--- src/rtl/agu_pkg.sv ---
// Package: shared modifier encoding for the pointer address generator.
// Assumes: 2-bit modifier field on every operand request.
package agu_pkg;
    typedef enum logic [1:0] {
        MOD_NONE = 2'b00,
        MOD_INC  = 2'b01,
        MOD_DEC  = 2'b10,
        MOD_INC2 = 2'b11
    } mod_e;

    typedef enum logic {
        SEQ_IDLE = 1'b0,
        SEQ_WAIT = 1'b1
    } seq_e;
endpackage

--- src/rtl/agu_ptr_file.sv ---
// Module: agu_ptr_file
// Holds the pointer registers. The last pointer of each bank group is a
// constant zero. The others accept an immediate load or a post-modified
// value, and the load has priority.
// Assumes: at most one load and one modify per cycle.
module agu_ptr_file #(
    parameter int PTR_W         = 8,
    parameter int NUM_PTR       = 8,
    parameter int PTRS_PER_BANK = 4,
    localparam int IDX_W        = $clog2(NUM_PTR)
) (
    input  logic             clk,
    input  logic             rst_n,
    input  logic             ld_en,
    input  logic [IDX_W-1:0] ld_idx,
    input  logic [PTR_W-1:0] ld_val,
    input  logic             mod_en,
    input  logic [IDX_W-1:0] mod_idx,
    input  logic [PTR_W-1:0] mod_val,
    output logic [PTR_W-1:0] ptr_q [NUM_PTR]
);
    for (genvar i = 0; i < NUM_PTR; i++) begin : g_ptr
        if ((i % PTRS_PER_BANK) == PTRS_PER_BANK - 1) begin : g_fixed
            assign ptr_q[i] = '0;
        end else begin : g_var
            logic [PTR_W-1:0] r;
            // Pointer update: the load wins over the post-modify.
            always_ff @(posedge clk) begin
                if (!rst_n)
                    r <= '0;
                else if (ld_en && ld_idx == IDX_W'(i))
                    r <= ld_val;
                else if (mod_en && mod_idx == IDX_W'(i))
                    r <= mod_val;
            end
            assign ptr_q[i] = r;
        end
    end
endmodule

--- src/rtl/agu_addr_sel.sv ---
// Module: agu_addr_sel
// Combinational. For the selected pointer it gives the first-level address,
// the bank, and the post-modified value with its write enable.
// Assumes: the number of pointers per bank is a power of two.
module agu_addr_sel
    import agu_pkg::*;
#(
    parameter int PTR_W         = 8,
    parameter int NUM_PTR       = 8,
    parameter int PTRS_PER_BANK = 4,
    localparam int IDX_W        = $clog2(NUM_PTR),
    localparam int NUM_BANKS    = NUM_PTR / PTRS_PER_BANK,
    localparam int BANK_W       = (NUM_BANKS > 1) ? $clog2(NUM_BANKS) : 1
) (
    input  logic [PTR_W-1:0]  ptr_q [NUM_PTR],
    input  logic [IDX_W-1:0]  idx,
    input  logic [1:0]        mod,
    output logic [PTR_W-1:0]  first_addr,
    output logic [BANK_W-1:0] bank,
    output logic              mod_chg,
    output logic [PTR_W-1:0]  mod_val
);
    logic             is_fixed;
    logic [PTR_W-1:0] cur;

    assign cur      = ptr_q[idx];
    assign is_fixed = (idx % IDX_W'(PTRS_PER_BANK)) == IDX_W'(PTRS_PER_BANK - 1);
    assign bank     = BANK_W'(idx / IDX_W'(PTRS_PER_BANK));

    // Address: a fixed pointer takes the direct word offset, the others their value.
    always_comb begin
        if (is_fixed)
            first_addr = {{(PTR_W-2){1'b0}}, mod};
        else
            first_addr = cur;
    end

    // Post-modify value: add or subtract one, wrapping at the pointer width.
    always_comb begin
        unique case (mod_e'(mod))
            MOD_INC, MOD_INC2: mod_val = cur + PTR_W'(1);
            MOD_DEC:           mod_val = cur - PTR_W'(1);
            default:           mod_val = cur;
        endcase
        mod_chg = !is_fixed && (mod_e'(mod) != MOD_NONE);
    end
endmodule

--- src/rtl/agu_seq.sv ---
// Module: agu_seq
// Output sequencer. A single-indirection request gives the final address
// one cycle later. A double-indirection request first gives the fetch
// address, then takes the returned word as the final address.
// Assumes: the memory returns the first-level word in the cycle out_l1 is high.
module agu_seq
    import agu_pkg::*;
#(
    parameter int PTR_W  = 8,
    parameter int BANK_W = 1
) (
    input  logic              clk,
    input  logic              rst_n,
    input  logic              req_valid,
    input  logic              req_dbl,
    input  logic [PTR_W-1:0]  first_addr,
    input  logic [BANK_W-1:0] bank,
    input  logic [PTR_W-1:0]  l1_word,
    output logic              issue,
    output logic              out_valid,
    output logic              out_l1,
    output logic [PTR_W-1:0]  out_addr,
    output logic [BANK_W-1:0] out_bank
);
    seq_e state_q;

    // A request is taken only while no second-level fetch is pending.
    assign issue = req_valid && (state_q == SEQ_IDLE);

    // Output registers and the one-bit wait state.
    always_ff @(posedge clk) begin
        if (!rst_n) begin
            state_q   <= SEQ_IDLE;
            out_valid <= 1'b0;
            out_l1    <= 1'b0;
            out_addr  <= '0;
            out_bank  <= '0;
        end else begin
            out_valid <= 1'b0;
            out_l1    <= 1'b0;
            if (state_q == SEQ_WAIT) begin
                out_valid <= 1'b1;
                out_addr  <= l1_word;
                state_q   <= SEQ_IDLE;
            end else if (issue) begin
                out_addr <= first_addr;
                out_bank <= bank;
                if (req_dbl) begin
                    out_l1  <= 1'b1;
                    state_q <= SEQ_WAIT;
                end else begin
                    out_valid <= 1'b1;
                end
            end
        end
    end
endmodule

--- src/rtl/ptr_agu.sv ---
// Module: ptr_agu (top)
// Banked pointer address generator: eight pointers in two banks, with
// post-modify, direct offsets for the fixed pointers, immediate loads and
// single or double indirection.
// Assumes: the RAM read for the first level returns in the cycle out_l1 is high.
module ptr_agu #(
    parameter int PTR_W         = 8,
    parameter int NUM_PTR       = 8,
    parameter int PTRS_PER_BANK = 4,
    parameter int DATA_W        = 16,
    localparam int IDX_W        = $clog2(NUM_PTR),
    localparam int NUM_BANKS    = NUM_PTR / PTRS_PER_BANK,
    localparam int BANK_W       = (NUM_BANKS > 1) ? $clog2(NUM_BANKS) : 1
) (
    input  logic              clk,
    input  logic              rst_n,
    input  logic              req_valid,
    input  logic [IDX_W-1:0]  req_ptr,
    input  logic [1:0]        req_mod,
    input  logic              req_dbl,
    input  logic              ld_en,
    input  logic [IDX_W-1:0]  ld_ptr,
    input  logic [PTR_W-1:0]  ld_val,
    input  logic [DATA_W-1:0] l1_data,
    output logic              out_valid,
    output logic              out_l1,
    output logic [PTR_W-1:0]  out_addr,
    output logic [BANK_W-1:0] out_bank
);
    logic [PTR_W-1:0]  ptr_q [NUM_PTR];
    logic [PTR_W-1:0]  first_addr;
    logic [BANK_W-1:0] bank;
    logic              mod_chg;
    logic [PTR_W-1:0]  mod_val;
    logic              issue;
    logic              unused_hi;

    assign unused_hi = ^l1_data[DATA_W-1:PTR_W];

    agu_ptr_file #(
        .PTR_W(PTR_W), .NUM_PTR(NUM_PTR), .PTRS_PER_BANK(PTRS_PER_BANK)
    ) u_file (
        .clk(clk), .rst_n(rst_n),
        .ld_en(ld_en), .ld_idx(ld_ptr), .ld_val(ld_val),
        .mod_en(issue && mod_chg), .mod_idx(req_ptr), .mod_val(mod_val),
        .ptr_q(ptr_q)
    );

    agu_addr_sel #(
        .PTR_W(PTR_W), .NUM_PTR(NUM_PTR), .PTRS_PER_BANK(PTRS_PER_BANK)
    ) u_sel (
        .ptr_q(ptr_q), .idx(req_ptr), .mod(req_mod),
        .first_addr(first_addr), .bank(bank),
        .mod_chg(mod_chg), .mod_val(mod_val)
    );

    agu_seq #(
        .PTR_W(PTR_W), .BANK_W(BANK_W)
    ) u_seq (
        .clk(clk), .rst_n(rst_n),
        .req_valid(req_valid), .req_dbl(req_dbl),
        .first_addr(first_addr), .bank(bank),
        .l1_word(l1_data[PTR_W-1:0]),
        .issue(issue),
        .out_valid(out_valid), .out_l1(out_l1),
        .out_addr(out_addr), .out_bank(out_bank)
    );
endmodule

--- config.mk ---
export PLATFORM = sky130hd
export DESIGN_NAME = ptr_agu
export DESIGN_NICKNAME = d
export VERILOG_FILES = /design/src/rtl/agu_pkg.sv /design/src/rtl/agu_ptr_file.sv /design/src/rtl/agu_addr_sel.sv /design/src/rtl/agu_seq.sv /design/src/rtl/ptr_agu.sv
export SDC_FILE = /design/constraint.sdc
export NUM_CORES = 1
export LEC_CHECK = 0
export BUFFER_PORTS_ARGS = -buffer_cell sky130_fd_sc_hd__buf_4
export CELL_PAD_IN_SITES_DETAIL_PLACEMENT = 1
export CELL_PAD_IN_SITES_GLOBAL_PLACEMENT = 2
export CORE_MARGIN = 2
export CORE_UTILIZATION = 37
export DETAILED_ROUTE_END_ITERATION = 10
export PLACE_DENSITY = 0.93
export RECOVER_POWER = 100
export SLEW_MARGIN = 15
export SYNTH_ARGS = -nofsm -noshare
export SYNTH_HDL_FRONTEND = slang
export SYNTH_SLANG_ARGS = --single-unit
--- constraint.sdc ---
create_clock -name clk -period 10.37 [get_ports clk]
set_clock_uncertainty 0.1 [all_clocks]
set_input_delay 1.5555 -clock clk [delete_from_list [all_inputs] [get_ports clk]]
set_output_delay 1.5555 -clock clk [all_outputs]
set_load 0.05 [all_outputs]
[Word level (Yosys, flattened, before mapping)]
Cells that the tools add are included.
Word-level totals
  register bits after elaboration: 59
  input bits: 37
  output and inout port bits: 11
  logic and storage cells: 83
Cells by class
  reduce and logical (&&, ||, !) cells: 29
  $add $sub $neg: 2
  bitwise logic cells: 4
  multiplexer cells: 23
  magnitude comparators: 1
  equal/unequal tests: 14
Operators with widths (number)
  $mux W8: 17
  $bmux W8 S3: 1
  $eq A3 B3 Y1 const B: 6
  $pmux W8 S2: 1
  $reduce_bool A2 Y1: 8
  $logic_and A1 B1 Y1: 15
  $add A8 B1 Y8 const B: 1
  $sub A8 B1 Y8 const B: 1
  $eq A2 B2 Y1 const B: 3
  $eq A3 B1 Y1 const B: 2
  $eq A3 B2 Y1 const B: 2
  $logic_not A3 Y1: 2
  $ge A4 B4 Y1 const B: 1
  $mux W1: 4
  $not A3 Y4: 1
  $not A1 Y1: 3
  $reduce_or A3 Y1: 1
  $eq A2 B1 Y1 const B: 1
  $reduce_and A2 Y1: 1
  $reduce_or A2 Y1: 1
  $logic_not A1 Y1: 1

[Depth between registers and ports, before layout]
  word-level depth: 8
  mapped depth: 13
  mapped depth without buffers: 11

[Cells and area by module]
Synthesis repeated with hierarchy kept, for this count alone.
Unflattened totals
  cell total of the unflattened synthesis: 392
  area, all modules: 3694.8 um^2
Modules (own cells, without submodules)
  agu_ptr_file: area each 2253.4 um^2, sequential area each 960.9 um^2, times used 1, cells an instance 248
  agu_addr_sel: area each 984.7 um^2, sequential area each 0.0 um^2, times used 1, cells an instance 98
  agu_seq: area each 450.4 um^2, sequential area each 220.2 um^2, times used 1, cells an instance 45
  ptr_agu: area each 6.3 um^2, sequential area each 0.0 um^2, times used 1, cells an instance 1

[Least setup slack after synthesis]
No wires, ideal clock.
  path type: input port to flip-flop
  start point: input port req_ptr[0]
  end point: register u_file.g_ptr[0].g_var.r[6]
  arrival time: 4.159 ns
  data required time: 10.129 ns
  path buffers: 2
  slack: 5.970 ns
  setup time: 0.141 ns
  cell stages on the path: 11
  cell sequence: buf_2 -> buf_2 -> mux2_2 -> a221oi_1 -> a21oi_1 -> ha_1 -> o21ai_0 -> a21boi_0 -> or4_1 -> a31oi_1 -> o221ai_1
Between the ends
  longest elaborated chain between the ends: 8
  elaborated cells on any way between the ends: 16
  those cells by class: add/sub (2); eq/ne (1); mux (6); bitwise (1); reduce/logical (6)
Ends and longest elaborated chain
  from (decl): line ptr_agu.sv:18  | input logic [IDX_W-1:0] req_ptr,
  $not A3 Y4 (implied by the code): line agu_addr_sel.sv:26  | assign cur = ptr_q[idx];
  $bmux W8 S3: line agu_addr_sel.sv:26
  $mux W8 (implied by the code) (2 in a row): line agu_addr_sel.sv:26
  $sub A8 B1 Y8 or $add A8 B1 Y8 (tied branches): line agu_addr_sel.sv:42, agu_addr_sel.sv:41
  $pmux W8 S2: line agu_addr_sel.sv:40  | unique case (mod_e'(mod))
  $mux W8: line agu_ptr_file.sv:33  | else if (mod_en && mod_idx == IDX_W'(i))
  $mux W8: line agu_ptr_file.sv:31  | else if (ld_en && ld_idx == IDX_W'(i))
  to (signal assigned): line agu_ptr_file.sv:32  | r <= ld_val;
  to (signal assigned): line agu_ptr_file.sv:34  | r <= mod_val;
  to (decl): line agu_ptr_file.sv:26  | logic [PTR_W-1:0] r;
Parallel ways exist; a longest one is shown, timed or not. The select of a mux whose other input is x is not followed.
A chain may end at the register's enable or synchronous reset.

[Final worst setup path]
  start point: input port req_ptr[2]
  end point: register u_file.g_ptr[5].g_var.r[6]
Between the ends
  longest elaborated chain between the ends: 8
  elaborated cells on any way between the ends: 12
  those cells by class: add/sub (2); eq/ne (1); mux (6); bitwise (1); reduce/logical (2)
Ends and longest elaborated chain (line)
  $not A3 Y4 (implied by the code): agu_addr_sel.sv:26
  $bmux W8 S3: agu_addr_sel.sv:26
  $mux W8 (implied by the code) (2 in a row): agu_addr_sel.sv:26
  $sub A8 B1 Y8 or $add A8 B1 Y8 (tied branches): agu_addr_sel.sv:42, agu_addr_sel.sv:41
  $pmux W8 S2: agu_addr_sel.sv:40
  $mux W8: agu_ptr_file.sv:33
  $mux W8: agu_ptr_file.sv:31
  to (signal assigned): agu_ptr_file.sv:32
  to (signal assigned): agu_ptr_file.sv:34
  to (decl): agu_ptr_file.sv:26
Parallel ways exist; a longest one is shown, timed or not. The select of a mux whose other input is x is not followed.

==> metrics.md <==
| Metric | Value |
|---|---|
| Final period utilization | `56.38%` |
| Max_cap viols | `1` |
| Hold WC Path Type | `reg2reg` |
| Failing checks | `capacitance limit, slew limit` |
| Mapped Cells | `approximately 450` |
| Max Root-Sink Buffers | `2` |
| GRT overflow | `0` |
| Synth Area per Inst | `7.993 µm²` |
| Max transition margin | `-19.21%` |
| TritonCTS clock tree | `done` |
| Hold Slack | `around 0.39 ns` |
| Post-synth ARST share | `0%` |
| Die Wd | `between 100 and 150 µm` |
| Yosys warns | `0` |
| Reg2Reg Setup Slack | `around 6.9 ns` |
| Die Y-Extent | `~100 µm` |
| Top area cells in the synthesized netlist | `dfxtp_1 33%, nor2_1 6.5%, nand2_1 4.4%, a21oi_1 4.2%, o21ai_0 3.4%` |
| Syn_nets | `just under 500` |
| CP arrival | `~5.9 ns` |
| Largest net degree at the start of global routing | `41` |
| Via/cell ratio | `between 6 and 7` |
| Placed cell area | `0.003944 mm²` |
| Finished Layout Cells | `approximately 600` |
| Post-synth top area share | `around a third` |
| # setup viols final | `0` |
| Post-CTS Hold Fix Bufs | `0` |
| Core ar. | `between 0.009 and 0.01 mm²` |
| VDD IR max | `slightly above 0.00007 V` |
| Pre-antenna DRT Iters | `5` |
| EDFF count, synth | `0` |
| Synth cell count leaders | `62 x nor2_1, 59 x dfxtp_1, 42 x nand2_1, 30 x a21oi_1, 24 x o21ai_0` |
| Clk Latency, worst-skew pair | `approximately 0.36 ns` |
| Post-route ant nets | `0` |
| Status | `finished, violations left` |
| H-tree Lvls | `3` |
| Post-synth top area cell | `dfxtp_1` |
| Slew Viols, Final | `41` |
| Worst-path clk slew | `about 0.080 ns` |
| Routed len/inst | `roughly 21 µm` |
| IO Port Bufs | `39` |
| Power density over cell area | `~130 mW/mm²` |
| Leakage power | `between 1 and 1.5 nW` |
| Post-CTS Setup Repair Bufs | `0` |
| Reg area | `about 0.0012 mm²` |
| #FFs+latches synth | `59` |
| Proportion of layout cells with a drive suffix above 1 | `around an eighth` |
| DRT Wirelength | `12.69 mm` |
| Area of the multi-input gates | `between 0.002 and 0.0025 mm²` |
| Dpl cells | `roughly 590` |
| Post-DP HPWL | `8.985 mm` |
| Register area share after synthesis | `between 30% and 40%` |
| Drt drc | `0` |
| CP Class | `in2reg` |
| Cts bufs inserted | `9` |
| First-pass GRT wire length | `between 20 and 25 mm` |
| Num ports | `48` |
| CTS Root Cell | `clkbuf_8` |
| Filler Cell Count | `~1200` |
| CP Capture Type | `flop` |
| Cell Rows | `35` |
| Vias in the first global route | `between 3000 and 4000` |
| Synth cell types | `55` |
| CTS resizes | `0` |
| Count leader, synth | `nor2_1` |
| 1st-iter DRT viols | `239` |
| Slew @ Worst Pin | `~1.8 ns` |
| Fmax | `between 0.15 and 0.2 GHz` |
| CTS Sinks | `59` |
| Most common flop cell mapped by yosys | `dfxtp_1` |
| CP Data Required Time | `around 10 ns` |
| Final Hold Fails | `0` |
| Setup TNS | `0 ns` |
| Worst-path maximum fanout | `21` |
| Initial Utilization | `between 30% and 40%` |
| Critical Path Start Type | `input pin` |
| Die footprint | `around 0.010 mm²` |
| Final min period | `~6 ns` |
| Post-layout instance area | `between 0.004 and 0.005 mm²` |
| RSZ-0062 raised after global routing | `false` |
| Gp weighted congestion | `0.9327` |
| Nets | `517` |
| Antenna violations before repair | `0` |
| Vias | `3727` |
| Antenna diodes | `0` |
| Netlist Area Pre-Place | `between 0.003 and 0.004 mm²` |
| Total Routing Usage GR | `about a quarter` |
| Area grow syn2layout | `13.21%` |
[kinds of logic after synthesis]
kind of cell    Yosys count  synth area share (%)
simple gates            180                 25.33
compound gates          142                 27.46
flops                    59                 32.98
buf+inv                  39                 4.402
mux                      19                 6.464
fa+ha+maj                 7                 2.655
xor+xnor                  2                0.6990
[routing by layer]
| layer | wire length [µm] | up-vias | GRT usage [%] |
|---|---|---|---|
| met3 | 566 | 18 | 4.514 |
| met5 | 0 | - | 0 |
| met2 | 6174 | 102 | 43.72 |
| li1 | - | 1746 | - |
| met4 | 165 | 0 | 7.282 |
| met1 | 5781 | 1861 | 33.86 |
[area by class of cell]
| cell class | count | area share [%] |
|---|---|---|
| multi-input combinational | 350 | 55.06 |
| sequential | 59 | 29.14 |
| timing repair buffer | 41 | 6.296 |
| tap | 129 | 3.981 |
| clock buffer | 10 | 3.395 |
| inverter | 12 | 1.111 |
| clock inverter | 6 | 1.019 |
[through the flow]
step / power (mW) / util (%) / setup WS [ns]
finish: 0.5471 / 43.46 / 4.524
global route: 0.5704 / 43.46 / 4.373
CTS: 0.5522 / 44.20 / 5.499
detailed placement: 0.3582 / 42.28 / 5.136
global placement: 0.3543 / 42.28 / 5.212
floorplan: 0.3204 / - / 5.970
[critical path, cell delays in order]
cell and delay [ns]:
clkbuf_1 0.87, inv_1 0.60, o21ai_0 0.42, a22o_1 0.29, ha_1 0.33, nor2b_1 0.18
o21ai_0 0.20, a21boi_0 0.18, or4_1 0.43, a31oi_1 0.63, o221ai_1 0.21
[layout by cell type (no fill, tap or decap), types with 7 or more instances in the layout]
cell type	instances
o21ai_0	24
a221oi_1	7
buf_4	27
a211oi_1	7
nand2_1	42
nor2b_1	8
a31oi_1	12
mux2i_1	10
nor3b_1	7
o221ai_1	12
a21oi_1	31
nand3_1	17
nor2_1	62
nand4_1	18
inv_1	11
clkbuf_1	14
a211o_1	7
clkbuf_8	10
dfxtp_1	59
[registers in the layout (all words and copies together) (netlist names)]
name,count
u_seq.out_addr,8
u_seq.out_bank,1
u_seq.out_l1,1
u_file.g_ptr.g_var.r,48
u_seq.out_valid,1
[power by group]
group	leakage, nW	switching, mW	total, mW	internal, mW
Sequential	0.480	0.00603	0.243	0.237
Clock	0.0843	0.103	0.196	0.0925
Combinational	0.917	0.0724	0.109	0.0365
Total	1.48	0.182	0.547	0.366
[worst paths after layout]
check                                                start                    endpoint  cells past startpoint
worst max register to register  u_file.g_ptr[0].g_var.r[0]  u_file.g_ptr[5].g_var.r[6]                     10
worst min-delay path            u_file.g_ptr[6].g_var.r[5]  u_file.g_ptr[6].g_var.r[5]                      2
worst min register to register  u_file.g_ptr[6].g_var.r[5]  u_file.g_ptr[6].g_var.r[5]                      2
worst max-delay path                            req_ptr[2]  u_file.g_ptr[5].g_var.r[6]                     11
Note: power is estimated with default switching activity, not from simulation.
